$ cat src/rtl/ntg_pkg.sv
package ntg_pkg;
    localparam int unsigned NTG_COPIES = 2;
    localparam int unsigned NTG_NORM   = 0;
    localparam int unsigned NTG_VIRT   = 1;

    typedef struct packed {
        logic sdt;
        logic sie;
    } ntg_bits_t;

    typedef struct packed {
        ntg_bits_t [NTG_COPIES-1:0] cp;
        logic                       dlg;
        logic                       dlg_virt;
        logic                       esc;
    } ntg_state_t;
endpackage

$ cat src/rtl/ntg_copy_next.sv
module ntg_copy_next
    import ntg_pkg::*;
(
    input  ntg_bits_t cur_i,
    input  logic      en_i,
    input  logic      sel_i,
    input  logic      trap_i,
    input  logic      sret_i,
    input  logic      wr_i,
    input  logic      wdt_i,
    input  logic      wie_i,
    output ntg_bits_t nxt_o,
    output logic      esc_o,
    output logic      take_o
);
    always_comb begin
        nxt_o  = cur_i;
        esc_o  = 1'b0;
        take_o = 1'b0;
        if (sel_i) begin
            if (trap_i) begin
                if (en_i && cur_i.sdt) begin
                    esc_o = 1'b1;
                end else begin
                    take_o    = 1'b1;
                    nxt_o.sdt = en_i;
                end
            end else if (sret_i) begin
                nxt_o.sdt = 1'b0;
            end else if (wr_i) begin
                nxt_o.sdt = wdt_i & en_i;
                nxt_o.sie = wie_i & ~(en_i & wdt_i);
            end
        end
        if (!en_i) begin
            nxt_o.sdt = 1'b0;
        end
    end
endmodule

$ cat src/rtl/ntg_deleg_mask.sv
module ntg_deleg_mask #(
    parameter int unsigned XLEN      = 64,
    parameter int unsigned CLEAR_BIT = 16
) (
    input  logic [XLEN-1:0] mask_i,
    output logic [XLEN-1:0] mask_o
);
    for (genvar b = 0; b < XLEN; b++) begin : g_bit
        if (b == CLEAR_BIT) begin : g_zero
            assign mask_o[b] = 1'b0;
        end else begin : g_pass
            assign mask_o[b] = mask_i[b];
        end
    end
endmodule

$ cat src/rtl/nest_trap_guard.sv
module nest_trap_guard
    import ntg_pkg::*;
#(
    parameter int unsigned XLEN     = 64,
    parameter int unsigned CAUSE_W  = 6,
    parameter int unsigned DBL_CODE = 16
) (
    input  logic               clk,
    input  logic               rst_n,
    input  logic               menv_dte_i,
    input  logic               henv_dte_i,
    input  logic               virt_i,
    input  logic               csr_wr_i,
    input  logic               csr_wdt_i,
    input  logic               csr_wie_i,
    input  logic               sret_i,
    input  logic               trap_req_i,
    input  logic [CAUSE_W-1:0] trap_cause_i,
    input  logic [XLEN-1:0]    trap_val_i,
    input  logic [XLEN-1:0]    trap_pc_i,
    input  logic [XLEN-1:0]    edeleg_i,
    output logic               sdt_o,
    output logic               sie_o,
    output logic               vsdt_o,
    output logic               vsie_o,
    output logic               deleg_valid_o,
    output logic               deleg_virt_o,
    output logic [CAUSE_W-1:0] deleg_cause_o,
    output logic [XLEN-1:0]    deleg_val_o,
    output logic [XLEN-1:0]    deleg_pc_o,
    output logic               mdbl_valid_o,
    output logic [XLEN-1:0]    mdbl_cause_o,
    output logic [XLEN-1:0]    mdbl_tval2_o,
    output logic [XLEN-1:0]    mdbl_tval_o,
    output logic [XLEN-1:0]    mdbl_epc_o,
    output logic [XLEN-1:0]    edeleg_o
);
    localparam int unsigned PAD_W = XLEN - CAUSE_W;

    ntg_state_t state_d, state_q;
    logic [CAUSE_W-1:0] cause_d, cause_q;
    logic [XLEN-1:0]    val_d, val_q;
    logic [XLEN-1:0]    pc_d, pc_q;

    logic [NTG_COPIES-1:0] en_w, sel_w, esc_w, take_w;
    ntg_bits_t [NTG_COPIES-1:0] nxt_w;

    assign en_w[NTG_NORM]  = menv_dte_i;
    assign en_w[NTG_VIRT]  = menv_dte_i & henv_dte_i;
    assign sel_w[NTG_NORM] = ~virt_i;
    assign sel_w[NTG_VIRT] = virt_i;

    for (genvar c = 0; c < NTG_COPIES; c++) begin : g_copy
        ntg_copy_next u_next (
            .cur_i  (state_q.cp[c]),
            .en_i   (en_w[c]),
            .sel_i  (sel_w[c]),
            .trap_i (trap_req_i),
            .sret_i (sret_i),
            .wr_i   (csr_wr_i),
            .wdt_i  (csr_wdt_i),
            .wie_i  (csr_wie_i),
            .nxt_o  (nxt_w[c]),
            .esc_o  (esc_w[c]),
            .take_o (take_w[c])
        );
    end

    ntg_deleg_mask #(.XLEN(XLEN), .CLEAR_BIT(DBL_CODE)) u_mask (
        .mask_i (edeleg_i),
        .mask_o (edeleg_o)
    );

    always_comb begin
        state_d          = state_q;
        state_d.cp       = nxt_w;
        state_d.dlg      = |take_w;
        state_d.dlg_virt = virt_i & trap_req_i;
        state_d.esc      = |esc_w;
        cause_d          = cause_q;
        val_d            = val_q;
        pc_d             = pc_q;
        if (trap_req_i) begin
            cause_d = trap_cause_i;
            val_d   = trap_val_i;
            pc_d    = trap_pc_i;
        end
    end

    always_ff @(posedge clk or negedge rst_n) begin
        if (!rst_n) begin
            state_q <= '0;
            cause_q <= '0;
            val_q   <= '0;
            pc_q    <= '0;
        end else begin
            state_q <= state_d;
            cause_q <= cause_d;
            val_q   <= val_d;
            pc_q    <= pc_d;
        end
    end

    assign sdt_o  = state_q.cp[NTG_NORM].sdt & en_w[NTG_NORM];
    assign sie_o  = state_q.cp[NTG_NORM].sie;
    assign vsdt_o = state_q.cp[NTG_VIRT].sdt & en_w[NTG_VIRT];
    assign vsie_o = state_q.cp[NTG_VIRT].sie;

    assign deleg_valid_o = state_q.dlg;
    assign deleg_virt_o  = state_q.dlg_virt;
    assign deleg_cause_o = cause_q;
    assign deleg_val_o   = val_q;
    assign deleg_pc_o    = pc_q;

    assign mdbl_valid_o = state_q.esc;
    assign mdbl_cause_o = XLEN'(DBL_CODE);
    assign mdbl_tval2_o = {{PAD_W{1'b0}}, cause_q};
    assign mdbl_tval_o  = val_q;
    assign mdbl_epc_o   = pc_q;
endmodule

$ cat config.mk
export PLATFORM = sky130hd
export DESIGN_NAME = nest_trap_guard
export DESIGN_NICKNAME = d
export VERILOG_FILES = /design/src/rtl/ntg_pkg.sv /design/src/rtl/ntg_copy_next.sv /design/src/rtl/ntg_deleg_mask.sv /design/src/rtl/nest_trap_guard.sv
export SDC_FILE = /design/constraint.sdc
export NUM_CORES = 1
export LEC_CHECK = 0
export ABC_AREA = 1
export BUFFER_PORTS_ARGS = -buffer_cell sky130_fd_sc_hd__buf_2
export CAP_MARGIN = 25
export CORE_AREA = 2 2 259 261
export DETAILED_ROUTE_END_ITERATION = 10
export DIE_AREA = 0 0 261 263
export PLACE_DENSITY = 0.42
export REMOVE_ABC_BUFFERS = 1
export SLEW_MARGIN = 20
export SYNTH_ARGS = -nofsm -noshare
export SYNTH_HDL_FRONTEND = slang
export SYNTH_SLANG_ARGS = --single-unit
export TNS_END_PERCENT = 5
$ cat constraint.sdc
create_clock -name clk -period 1.15 [get_ports clk]
set_input_delay 0.115 -clock clk [delete_from_list [all_inputs] [get_ports clk]]
set_output_delay 0.115 -clock clk [all_outputs]
set_load 0.05 [all_outputs]
-- After elaboration in Yosys (flattened, before gate mapping)
Cells that the tools add are included.
- register bits after elaboration: 141
- latch bits: 0
- memory bits (writable): 0
- bits in read-only memories: 0
- input port bits: 208
- logic and storage cells: 65
- memories: 0
- $add $sub $neg: 0
- multipliers: 0
- div/mod/pow operators: 0
- magnitude comparators: 0
- equality and inequality tests: 6
- shift operators: 0
- multiplexer cells: 28
- bitwise gates (word level): 13
- reduce and logical (&&, ||, !) cells: 8
- operator list (operator ; count):
    2-to-1 mux 1 bit ; 24
    bitwise AND 1 bit ; 8
    2-to-1 mux 2 bit ; 4
    AND reduction 4 bit ; 2
    != test 3 bit (second input constant) ; 2
    AND reduction 3 bit ; 2
    NOT 1 bit ; 5
    != test 2 bit (second input constant) ; 2
    != test 4 x 1 -> 1 bit (second input constant) ; 1
    != test 4 bit (second input constant) ; 1
    OR reduction 2 bit ; 2
    logical AND 1 bit ; 2

-- Depth between registers and ports, before layout
Gate-level depths: netlist of the first run.
- depth after elaboration: 9
- gate-level depth with buffers: 8
- mapped depth without buffers: 8

-- Modules after synthesis
From an unflattened synthesis of the first run, not the netlist that was laid out.
- cells, all modules: 961
- area, all modules: 7941.4 µm²
- modules (own cells, without submodules) (module ; instances ; cells an instance ; area an instance (µm²)):
    nest_trap_guard ; 1 ; 842 ; 7224.4
    ntg_deleg_mask ; 1 ; 65 ; 484.2
    ntg_copy_next ; 2 ; 27 ; 116.4

-- Worst setup path after synthesis of the first run
No wires, ideal clock.
- kind: reg-to-reg
- start: register state_q[4] in the netlist's numbering
- end: register state_q[4] in the netlist's numbering
- setup time: 0.113 ns
- arrival time: 1.005 ns
- path slack: 0.033 ns
- stages on the path, launching flop included: 9
- cell sequence: dfrtp_1 -> nand2_1 -> inv_1 -> nand2_1 -> nand2_1 -> nor2_1 -> nand2_1 -> nand2_1 -> inv_1
- longest elaborated chain between the ends: 3
- RTL lines (what ; RTL line ; text):
    from (decl) ; nest_trap_guard.sv:40 ; ntg_state_t state_d, state_q;
    from (signal assigned) ; nest_trap_guard.sv:97 ; state_q <= state_d;
    logical AND 1 bit ; ntg_copy_next.sv:22 ; if (en_i && cur_i.sdt) begin
    != test 3 bit (no line) ; n/a ;
    AND reduction 3 bit (no line) ; n/a ;
Every way passes these cells.
A chain may end at the register's enable or synchronous reset.

-- Worst setup path after layout of the first run
- start: register state_q[6] in the netlist's numbering
- end: output port vsdt_o
- longest elaborated chain between the ends: 1
- RTL lines (what ; RTL line ; text):
    bitwise AND 1 bit ; nest_trap_guard.sv:106 ; assign vsdt_o = state_q.cp[NTG_VIRT].sdt & en_w[NTG_VIRT];
    to (decl) ; nest_trap_guard.sv:24 ; output logic vsdt_o,
Every way passes these cells.

==> reports/summary.md, run 1 <==
Setup violations remaining at the end of the flow were counted as 271. Depth of the most critical reg-to-reg path: 8. Dominant synthesized flop cell: dfrtp_1. met2 is the most crowded layer. The fraction of layout cells with a size suffix above 1 came out at 0.3651. The run gives 6,713 as the via count of the first global-routing pass. The initial standard-cell utilization of the core is 0.1186. The checks that failed: negative setup slack. Setup repair after global routing could not meet its margin everywhere.

The flow ran to the end, but the final reports show violations. The largest single stage delay on the critical path is 0.40 ns. After legalization and detailed placement, the total HPWL measured 22.63 mm. Counting instances, the worst hold path has a depth of 3. The CTS clock-pin slew for the worst setup and hold paths is 0.06 ns, and the cell row count is 94. For the slack of the critical path, the log shows -0.1188 ns.

The synthesized-area fraction occupied by ao, oa, aoi and oai cells came out at 0.005304. The via count is 6,761. The classification of the worst-slack hold path is in2reg. For this design the top-level I/O count stands at 669. The worst register-to-register path begins at state_q[4].

The later pin in the worst-skew pair is clocked with a latency of 0.47 ns. On the final layout, the worst hold slack is 0.05886 ns. The mean routed wirelength per cell came out at 14.32 um. TritonCTS built the clock tree. STA classifies the critical path endpoint as an output port. Sorting the synthesized cells by area gives the leading types as dfrtp_1, buf_4, nand2_1. The tools report the overall fraction of global-route tracks in use as 0.08890.

Mux cell area share after synthesis: 0. Along the worst path, the maximum fanout reaches 2. The via-per-instance ratio came out at 3.086.

On the final layout, the worst clock skew is 0.004156 ns. Walking the worst path, the cells encountered are nand2_2 -> inv_2 -> buf_8. The xor and xnor fraction of the mapped netlist area is 0, and the number of buffers between clock root and the deepest sink is 2.

The height of the chip came out at 263 um. The run gives 0 as the final number of hold-violating endpoints. The met1 track demand over resource is 0.09529, and the count of flip-flops with a built-in enable after synthesis is 0. STA classifies the critical path startpoint as a flip-flop. The worst hold path begins at trap_req_i.

The worst path arrival time is 1.15 ns. The post-route fraction of the period consumed by the critical path came out at 1.103. Max-cap violations in this run came to 0. Entering global routing, the biggest net connects 64 pins. Port buffering added 418 buffers. The total overflow left after global routing is 0.

The mapped netlist covers 7785 um2. The share of synthesized cell area in and, or, nand and nor gates is 0.2078, and the routability congestion estimate is 0.7327. The slowest stage of the critical path is the dfrtp_1 cell.

The total detailed-routing wirelength was 31.37 mm. The largest family of logic cells by synthesized area was buffers and inverters. The cell family with the largest share of critical-path delay is flip-flops.

In the post-synthesis netlist, the cell with the most instances is nand2_1. The fraction of synthesized cell area taken by the top area cell type was 0.4532; the deepest level of the CTS H-tree was 4. Synthesis inferred 141 register bits. From synthesis to final layout, the design area changed by 65.20%. Share of the core filled with cells in the final layout: 0.1960. The tools report the placeable core region as 65,630 um2. The total count of max-transition violations in the final report is 0. The global routing met3 resource utilization is 0.05748, and the share of synthesized cell area in full adder, half adder and majority cells is 0. Synthesis produced a netlist whose cell count is 942.

dfrtp_1 takes more of the synthesized area than any other cell. The peak ir drop on the vdd network was 1103 uV; the synthesis warning total was 0. Highest clock rate: 788.2 MHz. The critical path class is reg2out.

In this run the critical register-to-register path is captured at state_q[4]. Counting distinct cell types in the post-synthesis netlist gives 15. In the routed design, unresolved DRC markers number 0. By count the netlist is led by nand2_1, buf_4, dfrtp_1, buf_2, inv_1. The die covers 68,640 um2. In this run the mean area of a mapped cell was 8.264 um2. Net total in the final layout: 1,518.

The met2 capacity usage during global routing was 0.1341; the share of flip-flops with an asynchronous set or reset after synthesis was 1.000. The initial DRC count was 278; the combined buffer and inverter count along the critical path was 2. Power spread over the standard cell area amounts to 1505 nW/um2. For this run, the detailed router's first-pass iteration total came to 4. The worst-case hold path end point is deleg_pc_o[9]. The first global-routing pass estimated 43.78 mm of wire. The logs give 1.03 ns for the data required time at the worst endpoint and 6.659 nW for the reported leakage power.

Width of the chip: 261 um. The number of antenna violations at the first check in global routing came out at 8. The number of buffers inserted during clock tree synthesis came out at 17. The tools report the cell at the root of the clock tree as clkbuf_16.

Sink count of the clock tree: 141. Across all register-to-register paths, the minimum setup slack is 0.19 ns. Post-route minimum period: 1.269 ns.

Proportion of synthesized chip area in sequential cells: 0.4532. Once detail routing completed, the nets flagged for antenna violations numbered 0.
-- metrics by stage --
stage	setup WS (ns)	TNS [ns]	area [um2]	cells	total power, W
2_1_floorplan	-0.6176	-30.00	5694	713	0.01023
3_3_place_gp	0.1060	0	9051	2008	0.01195
3_5_place_dp	0.09414	0	9051	2008	0.01196
4_1_cts	-0.1839	-29.00	12640	2185	0.01958
5_1_grt	-0.1925	-28.95	12860	2191	0.02027
6_report	-0.1188	-8.671	12860	2191	0.01936
-- placed cells by master (no fill, tap or decap), drive strengths merged, types with 5 or more instances in the layout --
| master | Yosys | layout |
|---|---|---|
| nand2 | 420 | 420 |
| inv | 12 | 12 |
| nor2 | 5 | 5 |
| dlygate4sd3 | 0 | 143 |
| buf | 342 | 433 |
| conb | 2 | 123 |
| dfrtp | 141 | 141 |
| clkinv | 0 | 7 |
| clkbuf | 8 | 20 |
| o21ai | 5 | 5 |
-- report_power, final --
| group | leakage, nW | internal (W) | switching (W) |
|---|---|---|---|
| registers | 1.71 | 0.00542 | 0.000576 |
| clock network | 0.295 | 0.00349 | 0.00234 |
| logic | 4.66 | 0.00238 | 0.00516 |
-- worst max-delay path by stage --
stage | depth (start not counted) | from | endpoint
3_5_place_dp | 5 | trap_req_i | deleg_val_o[6]
4_1_cts | 3 | state_q[6] | vsdt_o
6_report | 3 | state_q[6] | vsdt_o
2_1_floorplan | 4 | trap_req_i | state_q[6]
5_1_grt | 1 | deleg_val_o[14] | mdbl_tval_o[14]
3_3_place_gp | 5 | trap_req_i | deleg_pc_o[2]
-- layer usage --
layer / part of all wire / vias to the layer above
li1: - / 3132
met1: 0.38 / 3120
met2: 0.46 / 454
met3: 0.13 / 43
met4: 0.021 / 12
met5: 0.010 / -
-- sequential cells by signal (all words and copies together) (netlist names) --
signal         cells
deleg_cause_o      6
state_q            2
vsie_o             1
mdbl_valid_o       1
sie_o              1
deleg_virt_o       1
deleg_pc_o        64
deleg_valid_o      1
deleg_val_o       64
-- timing repair --
| item | CTS | global route |
|---|---|---|
| hold buffers | 145 | 0 |
| endpoints found under the setup margin | 275 | 276 |
| pin swaps | 1 | 1 |
| resized for setup | 504 | 69 |
| endpoints found under the hold margin | 282 | 0 |
| buffers inserted | 0 | 2 |
-- worst register-to-register path, delay by kind of cell (launching register included) --
| kind | cells | cell delay [ns] |
|---|---|---|
| and+or+nand+nor | 6 | 0.38 |
| buffers and inverters | 2 | 0.07 |
| DFF | 1 | 0.39 |
-- final cells by class --
type,count,area [um2]
Multi-Input combinational cell,560,2128
Antenna cell,4,10.01
Sequential cell,141,3545
Tap cell,864,1081
Clock inverter,12,143.9
Fill cell,7142,52770
Timing Repair Buffer,578,5449
Inverter,12,47.55
Clock buffer,20,456.7
-- cells by family after synthesis --
group	Yosys count
compound gates	8
flops	141
other cells	2
simple gates	429
buf+inv	362
Note: power is estimated with default switching activity, not from simulation.
==> run 2: changes to the inputs <==
SKIP_LAST_GASP = 1   (was unset)
==> reports/summary.md, run 2 (synthesized netlist as in run 1, its figures left out) <==
At the placement stage, the worst setup path has a slack of 0.09414 ns. The terminus of the critical flop-to-flop path is state_q[4]. Via count of the first global-routing pass: 6,380. In the final layout, the multi-input gates occupy 2126 um2. The number of antenna violations at the first check in global routing was 6; the cell depth of the worst min-delay path was 3. Placeable core region: 65,630 um2.

The kind of start point of the critical path was an input pin. TritonCTS built the clock tree. Walking the worst path, the cells encountered are buf_2 -> dlygate4sd3_1 -> nand2_2 -> inv_2 -> buf_6. The post-route fraction of the period consumed by the critical path is 1.125. The overall fraction of global-route tracks in use was 0.08567.

The worst setup path is of the in2out kind. Setup repair after global routing could not meet its margin everywhere. Counting cells, the worst reg-to-reg path comes to 8. The CTS clock-pin slew for the worst setup and hold paths was 0.06 ns; the slack of the worst reg-to-reg path was 0.19 ns.

Summing all placed instances gives a cell area of 9051 um2. In the layout the commonest cells are nand2_1, buf_2, dlygate4sd3_1, dfrtp_1, conb_1. In this run the worst path has a maximum fanout of 5. Peak ir drop on the vdd network: 1099 uV.

The tools report the launch point of the worst reg-to-reg path as state_q[4]. The area added between synthesis and finish was 46.03%. The die is 263 um tall. Static timing analysis puts the maximum clock frequency at 773.1 MHz. The floorplan step defined a die boundary enclosing 68,640 um2. The mean routed wirelength per cell is 13.65 um. The routability congestion estimate is 0.7327. The beginning of the worst hold path was trap_req_i.

The initial standard-cell utilization of the core is 0.1186. Entering global routing, the biggest net connects 64 pins. The final number of hold-violating endpoints was 0. The logs give 17 for the number of buffers inserted during clock tree synthesis and 0 for the max-cap violation count. The total count of max-transition violations in the final report was 0; the deepest level of the CTS H-tree was 4. The initial DRC count was 235; the width of the chip was 261 um.

The tools report the worst-case clock skew as 0.005318 ns. The cell family with the largest share of critical-path delay was buffers and inverters. In the final layout, flip-flops and latches occupy 3537 um2. Once detail routing completed, the nets flagged for antenna violations numbered 0.

Element type at the critical path end: an output port. The largest single stage delay on the critical path is 0.63 ns. After global routing the overflow that remains totals 0. The clock passes through at most 2 buffers.

The floorplan has 94 rows. The run gives -20.62 ns as the final-layout setup total negative slack. The count of buffers from port buffering works out to 418. The flow ran to the end, but the final reports show violations. In this run the static leakage power is 6.234 nW. Together, buffers and inverters on the worst path number 4. The I/O pin count is 669, and the post-route minimum period is 1.293 ns. The net total in the final layout came out at 1,521. Clock tree synthesis selected as its root buffer the cell clkbuf_16.

The commonest non-fill, non-tap cell in the layout is nand2_1. After filler insertion, the fill cell instance count of the layout stands at 7,377. The routed layout has 6,688 vias. Among all stages on the critical path, the largest delay is contributed by dlygate4sd3_1. Worst-case hold path end point: deleg_val_o[62]. The run gives 1.03 ns as the data required time at the worst endpoint. Setup violations remaining at the end of the flow were counted as 275. After detailed routing, the total wire length is 29.92 mm.

Classification of the worst-slack hold path: in2reg. The number of detailed-routing iterations run before antenna repair is 4, and the cell area power density is 1603 nW/um2. For the post-DP HPWL, the log shows 22.63 mm. For the final instance area, the log shows 11,370 um2.

At the worst endpoint, the arrival time is 1.18 ns. The tools report the slack of the critical path as -0.1434 ns. Clock latency on the worst-skew pair, taken at its later pin, is 0.47 ns. The final routed DRC violation total is 0.

The tree built by TritonCTS fans out to 141 sinks. The first global-routing pass estimated 41.99 mm of wire. The fraction of layout cells with a size suffix above 1 came out at 0.3612. In the routed layout, each cell is associated on average with a via count of 3.051.

The checks that failed: negative setup slack.
==> run 2: changes by cell type in the layout (fill, tap and decap cells not counted), sizes merged <==
cell	delta
clkbuf	+3
diode	-2
dlygate4sd3	+2
dlymetal6s4s	-2
==> run 2: layout make-up <==
type                            instances  share of cell area
Timing Repair Buffer                  581              0.3493
Sequential cell                       141              0.3111
Multi-Input combinational cell        560              0.1870
Tap cell                              864             0.09509
Clock buffer                           20             0.04017
Clock inverter                         12             0.01266
Inverter                               12            0.004182
Antenna cell                            2           0.0004402
==> run 2: power by group <==
group	switching (W)	leakage, nW	internal, W
clock	0.00233	0.295	0.00349
sequential	0.000387	1.71	0.00541
combinational	0.00511	4.23	0.00149
==> run 2: worst max path at each step <==
stage                              from             end  cells past startpoint
after floorplan              trap_req_i      state_q[6]                      4
after global placement       trap_req_i   deleg_pc_o[2]                      5
after detailed placement     trap_req_i  deleg_val_o[6]                      5
after CTS                    state_q[6]          vsdt_o                      3
after global routing      deleg_pc_o[2]   deleg_pc_o[2]                      1
final                        menv_dte_i           sdt_o                      5
==> run 2: worst min-delay path, stage by stage <==
cell and delay (ns):
buf_4 0.19, nand2_1 0.12, nand2_1 0.06
==> run 2: repair_timing <==
action,in CTS,in global routing
setup buffers,0,5
hold buffers,145,0
setup endpoints to repair,275,276
pin swaps,1,0
resized for setup,64,30
hold endpoints to repair,282,0
==> run 2: through the flow <==
step / util / hold WS, ns / instances / power [W]
floorplan: - / -0.1806 / 713 / 0.01023
global placement: 0.1379 / 0.005305 / 2008 / 0.01195
detailed placement: 0.1379 / -0.0007421 / 2008 / 0.01196
CTS: 0.1716 / -0.003196 / 2185 / 0.01858
global route: 0.1732 / 0.04102 / 2192 / 0.01916
finish: 0.1732 / 0.04754 / 2192 / 0.01823
==> run 2: layer usage <==
metal / vias up / global-route usage / part of all wire
li1: 3129 / - / -
met1: 3080 / 0.09555 / 0.40
met2: 427 / 0.1237 / 0.44
met3: 40 / 0.05459 / 0.12
met4: 12 / 0.03977 / 0.026
met5: - / 0.03134 / 0.010
==> run 3: changes to the inputs <==
SETUP_SLACK_MARGIN = 0.2   (was unset)
TNS_END_PERCENT = unset   (was 5)
==> reports/summary.md, run 3 (synthesized netlist as in run 1, its figures left out) <==
For the power share of the sequential group, the log shows 0.307. In this design, the largest share of critical-path delay is due to flip-flops. From synthesis to final layout, the design area changed by 67.95%.

The logs give 0.008116 W for the switching power and 0 for the total count of max-transition violations in the final report. Using the TritonRoute via totals, the vias-per-cell ratio works out to 3.104. The critical path class was reg2out. The overall fraction of global-route tracks in use is 0.08965, and the peak ir drop on the vdd network is 1103 uV. The final-layout setup total negative slack is -8.785 ns, and the critical-path maximum fanout is 2. The number of nets with antenna violations after routing was 0; the final number of hold-violating endpoints was 0. The combinational group share of total power is 0.394. Setup violations remaining at the end of the flow were counted as 271. The fraction of layout cells with a size suffix above 1 is 0.3792, and the combined buffer and inverter count along the critical path is 2. For the share of the core filled with cells in the final layout, the log shows 0.1992. Internal power comes to 0.01140 W. The tool flagged a number of max-cap violations equal to 0. Before antenna repair, the detailed router went through 4 iterations. For this design, the slowest cell found on the critical path is dfrtp_1. The kind of start point of the critical path is a flip-flop.

For the number of buffers inserted during clock tree synthesis, the log shows 17. The run gives 0 as the final routed DRC violation total. The deepest level of the CTS H-tree was 4; the clock network power share was 0.299. The run finished, with violations left.

OpenSTA, run right after detailed placement, puts the worst setup slack at 0.09414 ns. Clock latency on the worst-skew pair, taken at its later pin, is 0.47 ns. For the net total in the final layout, the log shows 1,548.

The min-delay analysis places its worst path in the category in2reg. From bottom edge to top edge, the die measures 263 um. In this run the tool buffered the top-level ports with 418 buffer cells. The critical path goes through nand2_2 -> inv_2 -> buf_8. The delay of the slowest cell on the worst path is 0.40 ns. The placeable core region is 65,630 um2, and the final total power is 0.01951 W. Counting I/O delays and the setup requirement, the final critical path takes 1.272 ns. The initial standard-cell utilization of the core is 0.1186, and the fraction of power spent switching nets is 0.4159. The width of the chip works out to 261 um.

TritonCTS built the clock tree. The routed layout has 6,893 vias. Power spread over the standard cell area amounts to 1492 nW/um2. Setup repair after global routing could not meet its margin everywhere.

Entering global routing, the biggest net connects 64 pins. For the worst path arrival time, the log shows 1.16 ns. Summed over all layers, the global routing overflow is 0.

The post-route fraction of the period consumed by the critical path is 1.106. Wires add up to 31.77 mm. The mean routed wirelength per cell is 14.31 um, and the CTS clock-pin slew for the worst setup and hold paths is 0.07 ns. STA classifies the critical path endpoint as an output port.

The I/O pin count came out at 669. Summed over all cells, the static leakage comes to 6.801 nW. The logs give 7,129 for the filler cell count in the final layout and 94 for the cell row count. Number of antenna violations at the first check in global routing: 8. The library cells used most frequently in the layout, excluding fill and tap cells, are nand2_1, buf_6, buf_2, dlygate4sd3_1, dfrtp_1. The number of buffers between clock root and the deepest sink came out at 2. Derived from the worst setup path, the maximum achievable clock frequency is 786.1 MHz. Commonest non-fill, non-tap cell in the layout: nand2_1. The cell at the root of the clock tree was clkbuf_16. The checks that failed: negative setup slack.

In this run the register-to-register setup slack is 0.10 ns. Data on the critical path is required at its endpoint by 1.03 ns. The slack of the critical path was -0.1221 ns. The sink count of the clock tree is 141.

The clock arrives with 0.006656 ns of skew. Summed over all nets, the half-perimeter wirelength after detailed placement is 22.63 mm. Routability-driven placement finished with a final weighted congestion of 0.7327.

The die covers 68,640 um2. The first global-routing pass estimated 44.11 mm of wire. The run gives 6,786 as the via count of the first global-routing pass. For the initial DRC count, the log shows 255.
==> run 3: cell types whose count changed in the layout (fill, tap and decap cells not counted), moves of 2 or more <==
cell | before | now
diode_2 | 2 | 4
buf_2 | 361 | 145
dfrtp_2 | 7 | 11
buf_4 | 47 | 42
nand2_1 | 418 | 416
clkbuf_4 | 3 | 1
buf_6 | 18 | 268
dfrtp_1 | 134 | 130
==> run 3: worst paths after layout <==
path / depth (start not counted) / start / end
min in group asynchronous: 2 / rst_n / deleg_pc_o[54]
worst max-delay path: 3 / state_q[6] / vsdt_o
worst min-delay path: 5 / menv_dte_i / state_q[4]
worst min register to register: 2 / deleg_val_o[14] / deleg_val_o[14]
worst max register to register: 9 / state_q[4] / state_q[4]
max in group asynchronous: 3 / rst_n / deleg_pc_o[44]
==> run 3: per-layer routing <==
metal  wire [um]  GRT usage  vias up  part of all wire
li1            -          -     3191                 -
met2       14570     0.1363      456              0.46
met1       12250    0.09571     3188              0.39
met3        3958    0.05738       46              0.12
met4         682    0.03793       12             0.021
met5         316    0.03205        -            0.0099
==> run 3: final cells by class <==
| class | instances | area (um2) | share of cell area |
|---|---|---|---|
| multi-input cells | 560 | 2136 | 0.1633 |
| clock buffers | 20 | 456.7 | 0.03493 |
| repair buffers | 608 | 5658 | 0.4327 |
| flip-flops and latches | 141 | 3542 | 0.2709 |
| clock inverters | 12 | 143.9 | 0.01100 |
| diodes | 4 | 10.01 | 0.0007656 |
| inverters | 12 | 47.55 | 0.003636 |
| well taps | 864 | 1081 | 0.08268 |
==> run 3: repair_timing <==
action	in CTS	in global routing
buffers inserted	11	22
setup endpoints to repair	276	276
hold buffers	143	1
pin swaps	1	3
gates resized for setup	506	59
hold endpoints to repair	282	1
==> run 3: power by group through the flow <==
| stage | clock [W] | combinational [W] | sequential (W) |
|---|---|---|---|
| after floorplan | 0 | 0.00135 | 0.00888 |
| after global placement | 0 | 0.00610 | 0.00585 |
| after detailed placement | 0 | 0.00609 | 0.00587 |
| after CTS | 0.00619 | 0.00748 | 0.00597 |
| after global routing | 0.00636 | 0.00802 | 0.00604 |
| final | 0.00583 | 0.00769 | 0.00599 |
==> run 3: metrics by stage <==
step,std cells,hold slack [ns],instance area (um2)
after floorplan,713,-0.1806,5694
after global placement,2008,0.005305,9051
after detailed placement,2008,-0.0007421,9051
after CTS,2194,-0.06822,12700
after global routing,2221,0.007471,13080
final,2221,0.02531,13080
==> run 3: worst min-delay path, cell delays in order <==
cell and delay (ns):
buf_2 0.15, nand2_1 0.08, nand2_1 0.04, nand2_1 0.05, inv_1 0.03
